<file path="config.mk">
export PLATFORM = sky130hd
export DESIGN_NAME = chained_nibble_counter
export DESIGN_NICKNAME = d
export VERILOG_FILES = /design/src/rtl/nibctr_pkg.sv /design/src/rtl/nibble_counter.sv /design/src/rtl/mod12_ctrl.sv /design/src/rtl/chained_nibble_counter.sv
export SDC_FILE = /design/constraint.sdc
export NUM_CORES = 1
export LEC_CHECK = 0
export ABC_AREA = 1
export ABC_CLOCK_PERIOD_IN_PS = 1430
export BUFFER_PORTS_ARGS = -buffer_cell sky130_fd_sc_hd__buf_2
export CAP_MARGIN = 40
export CORE_MARGIN = 4
export CORE_UTILIZATION = 41
export CTS_CLUSTER_DIAMETER = 50
export DETAILED_ROUTE_END_ITERATION = 10
export GPL_TIMING_DRIVEN = 0
export PLACE_DENSITY = 0.8
export SLEW_MARGIN = 0
export SYNTH_ARGS = -nofsm -noshare
export SYNTH_HDL_FRONTEND = slang
export SYNTH_SLANG_ARGS = --single-unit
</file>
<file path="constraint.sdc">
create_clock -name clk -period 1.43 [get_ports clk]
set_clock_uncertainty 0.15 [all_clocks]
set_input_delay 0.2145 -clock clk [delete_from_list [all_inputs] [get_ports clk]]
set_output_delay 0.2145 -clock clk [all_outputs]
set_load 0.02 [all_outputs]
</file>
<file path="src/rtl/nibctr_pkg.sv">
package nibctr_pkg;
  localparam int NIB_W  = 4;
  localparam int MOD12_TERM = 11;

  function automatic logic [NIB_W-1:0] nib_next(input logic [NIB_W-1:0] q);
    return q + NIB_W'(1);
  endfunction

  function automatic logic nib_full(input logic [NIB_W-1:0] q);
    return &q;
  endfunction
endpackage

</file>
<file path="src/rtl/nibble_counter.sv">
module nibble_counter
  import nibctr_pkg::*;
(
  input  logic             clk,
  input  logic             clr_n,
  input  logic             load_n,
  input  logic [NIB_W-1:0] din,
  input  logic             en_p,
  input  logic             en_t,
  output logic [NIB_W-1:0] q,
  output logic             rco
);
  logic step_ev;
  assign step_ev = en_p & en_t;

  always_ff @(posedge clk) begin
    if (!clr_n)       q <= '0;
    else if (!load_n) q <= din;
    else if (step_ev) q <= nib_next(q);
  end

  assign rco = nib_full(q) & en_t;

  AST_HOLD_IDLE: assert property (@(posedge clk) disable iff (!clr_n)
    (load_n && !step_ev) |=> $stable(q));
  AST_STEP_ONE: assert property (@(posedge clk) disable iff (!clr_n)
    (load_n && step_ev) |=> (q == NIB_W'($past(q) + 1)));
  AST_LOAD_WINS: assert property (@(posedge clk) disable iff (!clr_n)
    (!load_n) |=> (q == $past(din)));
  AST_CLEAR_ZERO: assert property (@(posedge clk)
    (!clr_n) |=> (q == '0));
endmodule

</file>
<file path="src/rtl/mod12_ctrl.sv">
module mod12_ctrl
  import nibctr_pkg::*;
(
  input  logic             clk,
  input  logic             clr_n,
  input  logic             mode,
  input  logic [NIB_W-1:0] low_q,
  input  logic             step_ev,
  input  logic             ext_load_n,
  input  logic [NIB_W-1:0] ext_din,
  output logic             load_n_eff,
  output logic [NIB_W-1:0] din_eff,
  output logic             term
);
  localparam logic [NIB_W-1:0] TERM_V = NIB_W'(MOD12_TERM);

  logic at_term;
  logic fb_load;

  assign at_term    = (low_q == TERM_V);
  assign fb_load    = mode & at_term & step_ev;
  assign load_n_eff = ext_load_n & ~fb_load;
  assign din_eff    = ext_load_n ? '0 : ext_din;
  assign term       = mode & at_term;

  AST_MOD12_WRAP: assert property (@(posedge clk) disable iff (!clr_n)
    (ext_load_n && fb_load) |=> (low_q == '0));
endmodule

</file>
<file path="src/rtl/chained_nibble_counter.sv">
module chained_nibble_counter
  import nibctr_pkg::*;
#(
  parameter int NIBBLES = 3,
  localparam int CW = NIBBLES * NIB_W
) (
  input  logic          clk,
  input  logic          clr_n,
  input  logic          load_n,
  input  logic [CW-1:0] load_val,
  input  logic          en_p,
  input  logic          en_t,
  input  logic          div12_en,
  output logic [CW-1:0] count,
  output logic          carry_out,
  output logic          term_pulse
);
  logic [NIBBLES-1:0] rco_chain;
  logic [NIBBLES-1:0] t_chain;
  logic               low_load_n;
  logic [NIB_W-1:0]   low_din;

  mod12_ctrl u_mod12 (
    .clk        (clk),
    .clr_n      (clr_n),
    .mode       (div12_en),
    .low_q      (count[NIB_W-1:0]),
    .step_ev    (en_p & en_t),
    .ext_load_n (load_n),
    .ext_din    (load_val[NIB_W-1:0]),
    .load_n_eff (low_load_n),
    .din_eff    (low_din),
    .term       (term_pulse)
  );

  for (genvar g = 0; g < NIBBLES; g++) begin : g_nib
    if (g == 0) begin : g_low
      assign t_chain[g] = en_t;
      nibble_counter u_nib (
        .clk (clk), .clr_n (clr_n), .load_n (low_load_n), .din (low_din),
        .en_p (en_p), .en_t (t_chain[g]),
        .q (count[NIB_W-1:0]), .rco (rco_chain[g])
      );
    end else begin : g_high
      assign t_chain[g] = rco_chain[g-1];
      nibble_counter u_nib (
        .clk (clk), .clr_n (clr_n), .load_n (load_n),
        .din (load_val[g*NIB_W +: NIB_W]),
        .en_p (en_p), .en_t (t_chain[g]),
        .q (count[g*NIB_W +: NIB_W]), .rco (rco_chain[g])
      );

      AST_CHAIN_GATE: assert property (@(posedge clk) disable iff (!clr_n)
        (load_n && !(&count[g*NIB_W-1:0])) |=> $stable(count[g*NIB_W +: NIB_W]));
    end
  end

  assign carry_out = rco_chain[NIBBLES-1];

  AST_CARRY_LOW: assert property (@(posedge clk) disable iff (!clr_n)
    (!en_t) |-> !carry_out);
  AST_WRAP_ZERO: assert property (@(posedge clk) disable iff (!clr_n)
    (load_n && en_p && en_t && !div12_en && (&count)) |=> (count == '0));
endmodule

</file>
## Word-level counts from Yosys, hierarchy flattened

Cells that the tools add are included.

- Input bits: 18
- Flip-flop bits (word level): 12
- RAM bits: 0
- Memories kept: 0
- Output and inout bits: 14
- Bits in latches: 0
- ROM bits: 0
- Word-level logic and storage cells: 30

- Shift-type cells: 0
- Equality and inequality tests: 4
- Divide/modulo/power cells: 0
- Reduce and logical (&&, ||, !) cells: 3
- $lt $le $gt $ge: 0
- Multiply operators: 0
- Multiplexer cells: 7
- Add/sub/neg operators: 3
- Bitwise operators: 10

Operators by type and width:

| kind | count |
|---|---|
| $mux W4 | 7 |
| $add A4 B1 Y4 const B | 3 |
| $reduce_and A4 Y1 | 3 |
| $and A1 B1 Y1 | 9 |
| $eq A4 B4 Y1 const B | 1 |
| $ne A2 B1 Y1 const B | 2 |
| $ne A2 B2 Y1 const B | 1 |
| $not A1 Y1 | 1 |

## Logic depth before layout (Yosys ltp)

- Word-level depth: 6
- Mapped depth: 8

## Modules after synthesis

Synthesis repeated with hierarchy kept, for this count alone.

- Cells, all modules: 132
- Area total of the unflattened synthesis: 797.0 um^2

By module, submodules not included:

| module | instances | sequential area each (um^2) | cells an instance | area an instance (um^2) |
|---|---|---|---|---|
| nibble_counter | 3 | 80.1 | 38 | 241.5 |
| mod12_ctrl | 1 | 0.0 | 16 | 65.1 |
| chained_nibble_counter | 1 | 0.0 | 2 | 7.5 |

## Worst setup path before layout

OpenSTA, ideal clock, no wires.

- Path type: flip-flop to flip-flop
- From: register g_nib[0].g_low.u_nib.q[1]
- To: register g_nib[0].g_low.u_nib.q[3]
- Period minus slack after synthesis: 1.641 ns
- Buffers on the path: 0
- Slack: -0.211 ns
- Stages on the path, launching flop included: 7
- Required time: 1.163 ns
- Arrival time: 1.374 ns
- Library setup time: 0.117 ns
- Path through: dfxtp_1 ha_1 nand2_1 nor2_1 nor3_2 a21oi_1 nor2_1

- Word-level cells in the longest chain between the ends: 6
- Elaborated cells between the ends (all ways): 9
- Those cells by class: 1 x add/sub; 2 x eq/ne; 2 x mux; 4 x bitwise

Ends and longest elaborated chain:

| what | line | text |
|---|---|---|
| start, declared | nibble_counter.sv:10 | `output logic [NIB_W-1:0] q,` |
| start signal, assigned | nibble_counter.sv:18 | `else if (!load_n) q <= din;` |
| start signal, assigned | nibble_counter.sv:19 | `else if (step_ev) q <= nib_next(q);` |
| $eq A4 B4 Y1 * | mod12_ctrl.sv:20 | `assign at_term = (low_q == TERM_V);` |
| $and A1 B1 Y1 * | - |  |
| via term_pulse | chained_nibble_counter.sv:16 | `output logic term_pulse` |
| $and A1 B1 Y1 * | mod12_ctrl.sv:21 | `assign fb_load = mode & at_term & step_ev;` |
| $not A1 Y1 * | mod12_ctrl.sv:22 | `assign load_n_eff = ext_load_n & ~fb_load;` |
| $and A1 B1 Y1 * | mod12_ctrl.sv:22 |  |
| $ne A2 B2 Y1 (no line) or $mux W4 (tied branches) | - |  |

Mark *: on every way through the listed nets, which the timed path passes. The rest lies on a longest branch. The select of a mux whose other input is x is not followed.
A chain may end at the register's enable or synchronous reset.

## Worst setup path in the final report

- From: register g_nib[1].g_high.u_nib.q[0]
- To: output port carry_out

- Word-level cells in the longest chain between the ends: 3

Ends and longest elaborated chain:

| what | line | text |
|---|---|---|
| start, declared | nibble_counter.sv:10 |  |
| start signal, assigned | nibble_counter.sv:18 |  |
| start signal, assigned | nibble_counter.sv:19 |  |
| $reduce_and A4 Y1 | nibctr_pkg.sv:10 | `return &q;` |
| $and A1 B1 Y1 (2 in a row) | nibble_counter.sv:22 | `assign rco = nib_full(q) & en_t;` |
| end, declared | chained_nibble_counter.sv:15 | `output logic carry_out,` |

No other way between the ends.

==> metrics.md <==
| Metric | Value |
|---|---|
| P_sw | `282 µW` |
| Setup TNS | `-1030 ps` |
| Mean Syn Cell Area | `6.53 µm²` |
| Slew Limit Headroom | `82.2%` |
| Via-to-Cell Ratio | `5.03` |
| Post-Syn Instances | `119` |
| Placed cells | `175` |
| Layout cells sized above 1 | `48.8%` |
| Grt total ovfl | `0` |
| Fin. Hold Viols | `0` |
| Setup ws final | `-147 ps` |
| Startpoint types | `flip-flop` |
| Starting Density | `44.0%` |
| Nets | `187` |
| Share of total power in combinational logic | `28.7%` |
| Post-synth cell types | `20` |
| Fin. max-slew vios | `0` |
| CTS Buf Count | `3` |
| Leak pwr | `0.000593 µW` |
| # H-tree levels | `1` |
| Crit path required time | `1070 ps` |
| Root Driver | `clkbuf_4` |
| Full die area | `2660 µm²` |
| DR vias | `950` |
| CTS Sinks | `12` |
| Seq/Total Area, Yosys | `30.9%` |
| Detailed Route Iter0 Violations | `12` |
| CTS tree | `built` |
| Clk buf depth | `2` |
| DR WL/cell | `12.8 µm` |
| Crit. Startpoint | `g_nib[1].g_high.u_nib.q[0]$_SDFFE_PN0P_` |
| Top-Level Pins | `32` |
| Power share of the clock group | `25.1%` |
| Port bufs | `31` |
| Final Critical Period | `1580 ps` |
| Crit path to | `carry_out` |
| Worst Hold Class | `primary input to flip-flop` |
| Synth warnings | `0` |
| Max Cap Viol | `0` |
| Yosys reg bits | `12` |
| Reg2reg end | `g_nib[0].g_low.u_nib.q[0]$_SDFFE_PN0P_` |
| Critical R2R Launch | `g_nib[0].g_low.u_nib.q[1]$_SDFFE_PN0P_` |
| Antenna Cells | `0` |
| FF-to-FF setup slack | `-110 ps` |
| Post-layout util | `69.7%` |
| Cell-internal power | `555 µW` |
| Clk_lat worst skew | `270 ps` |
| CP max stage cell | `dfxtp_4` |
| Final wirelength | `2420 µm` |
| RSZ-0062 raised after global routing | `true` |
| Die H | `51.5 µm` |
| CP Class | `flip-flop to output pin` |
| GR Util All Layers | `17.7%` |
| Vias in the first global route | `872` |
| Setup-failing EPs final | `14` |
| Mapped Area | `777 µm²` |
| Clock-pin slew on the worst setup and hold paths | `80 ps` |
| Largest net degree at the start of global routing | `11` |
| Max Fanout on Critical Path | `2` |
| Outcome | `finished with violations` |
| First-pass GRT wire length | `3620 µm` |
| Core area | `1760 µm²` |
| Synth top area share | `30.9%` |
| Critical path, cell by cell | `ha_4 > nand2_4 > nor2_4 > nand2_2 > nor2_4 > buf_6` |
| Synthesized Nets | `140` |
| F_max | `634 MHz` |
| Final period util | `110%` |
| Die Span X | `51.5 µm` |
| Hold_buf cts | `0` |
| Worst-case vdd ir drop | `0.605 mV` |
| Post-route ant nets | `0` |
| Seq pwr share | `46.2%` |
| Hold_ws | `91.4 ps` |
| Fin cells | `189` |
| Critical Path AT | `1210 ps` |
| Initial antenna violation count | `0` |
| Violated checks | `negative setup slack` |
| Crit-path most repeated cell | `nor2_4` |
| Largest stage delay on the critical path | `360 ps` |
| HPWL after detailed placement | `1530 µm` |
| Power Dens Cells | `680 nW/µm²` |
| DR DRC count | `0` |
| Routability cong. | `0.833` |
| Final Power | `836 µW` |
| Sw Ratio | `33.7%` |
| Fillers | `153` |
| Rows | `15` |
| Reg2Reg Depth | `8` |
| Synth area leader | `dfxtp_1` |
| Initial DRT Pass Iterations | `4` |
| Crit. End Element | `output pin` |
| Top cells by area, synth | `dfxtp_1, nand2_1, nor2_1, nand3_1, o21ai_0` |
| Actual slew at the worst max-slew pin | `266 ps` |
| Layout area overhead | `58.3%` |
## sequential cells by signal, indices dropped and copies added (netlist names)
register and flops:
g_nib.g_low.u_nib.q 4, g_nib.g_high.u_nib.q 8
## cell usage in the layout, fill, tap and decap left out, types with 3 or more instances in the layout
cell,synthesis,routed
a21oi_1,7,4
a21oi_2,0,3
buf_2,0,29
buf_4,0,10
buf_6,1,4
clkbuf_4,0,3
dfxtp_1,12,5
dfxtp_2,0,4
dfxtp_4,0,3
inv_1,11,10
nand2_1,32,27
nand2_4,0,6
nand3_1,10,9
nor2_1,17,13
nor2_4,1,4
o21ai_0,10,7
o21ai_1,1,3
## kinds of logic after synthesis
group                      after synthesis  synth area share [%]
adders and majority gates                3                  4.83
DFF                                     12                  30.9
and+or+nand+nor                         69                  40.3
buffers and inverters                   14                  9.02
xor gates and xnor gates                 3                  3.38
AOI/OAI and AO/OA                       18                  11.6
## worst min path at each step
stage          cells past startpoint  slack (ps)                               startpoint                                      end
3_5_place_dp                       2         340  g_nib[1].g_high.u_nib.q[3]$_SDFFE_PN0P_  g_nib[1].g_high.u_nib.q[3]$_SDFFE_PN0P_
6_report                           3          90                                    clr_n  g_nib[1].g_high.u_nib.q[2]$_SDFFE_PN0P_
3_3_place_gp                       2         340  g_nib[1].g_high.u_nib.q[3]$_SDFFE_PN0P_  g_nib[1].g_high.u_nib.q[3]$_SDFFE_PN0P_
4_1_cts                            3          70                                    clr_n  g_nib[1].g_high.u_nib.q[2]$_SDFFE_PN0P_
5_1_grt                            3         100                                    clr_n  g_nib[1].g_high.u_nib.q[2]$_SDFFE_PN0P_
2_1_floorplan                      2         190                                    clr_n  g_nib[1].g_high.u_nib.q[2]$_SDFFE_PN0P_
## repair_timing
item                       in CTS  in global routing
gates resized for setup        20                 22
setup endpoints to repair       6                 14
buffers inserted                8                  3
pin swaps                       6                  8
## final cells by class
cell class                      instances  area, µm²  share of cell area (%)
Sequential cell                        12        256                    20.9
Inverter                               12       47.5                    3.87
Tap cell                               25       31.3                    2.54
Multi-Input combinational cell         93        593                    48.2
Clock buffer                            3       22.5                    1.83
Timing Repair Buffer                   42        254                    20.7
Buffer                                  2       25.0                    2.03
## metrics by stage
step                      area [µm²]  setup slack [ps]
after floorplan                  792              3.45
after global placement           978             -56.8
after detailed placement         978             -85.0
after CTS                       1130              -181
after global routing            1230              -243
final                           1230              -147
## power by group through the flow
| stage | clock network [µW] | registers (µW) | logic, µW |
|---|---|---|---|
| finish | 210 | 386 | 240 |
| global route | 229 | 390 | 263 |
| CTS | 219 | 385 | 216 |
| detailed placement | 0 | 395 | 190 |
| global placement | 0 | 394 | 185 |
| floorplan | 0 | 420 | 92.4 |
## synthesized netlist by cell type
master    number
a21oi_1        7
ha_1           3
nand3_2        1
dfxtp_1       12
nor2_1        17
clkbuf_8       1
xor2_1         2
inv_2          1
xnor2_1        1
nand2_1       32
inv_1         11
nand4_1        2
nand2_2        3
o21ai_1        1
nor3_2         2
buf_6          1
nand3_1       10
nor2_4         1
or2_2          1
o21ai_0       10
## per-layer routing
layer | GRT usage [%] | part of all wire [%] | vias to the layer above
met5 | 0 | 0 | -
met4 | 2.62 | 0 | 0
met3 | 6.02 | 6.4 | 0
met2 | 32.2 | 56 | 35
met1 | 20.3 | 37 | 440
li1 | - | - | 475
## critical path: cells and delay by family, from the launching register on
kind,cells,cell delay (ps)
simple gates,4,320
buf+inv,1,120
flops,1,360
fa+ha+maj,1,150
Power figures use the tool's default switching activity.
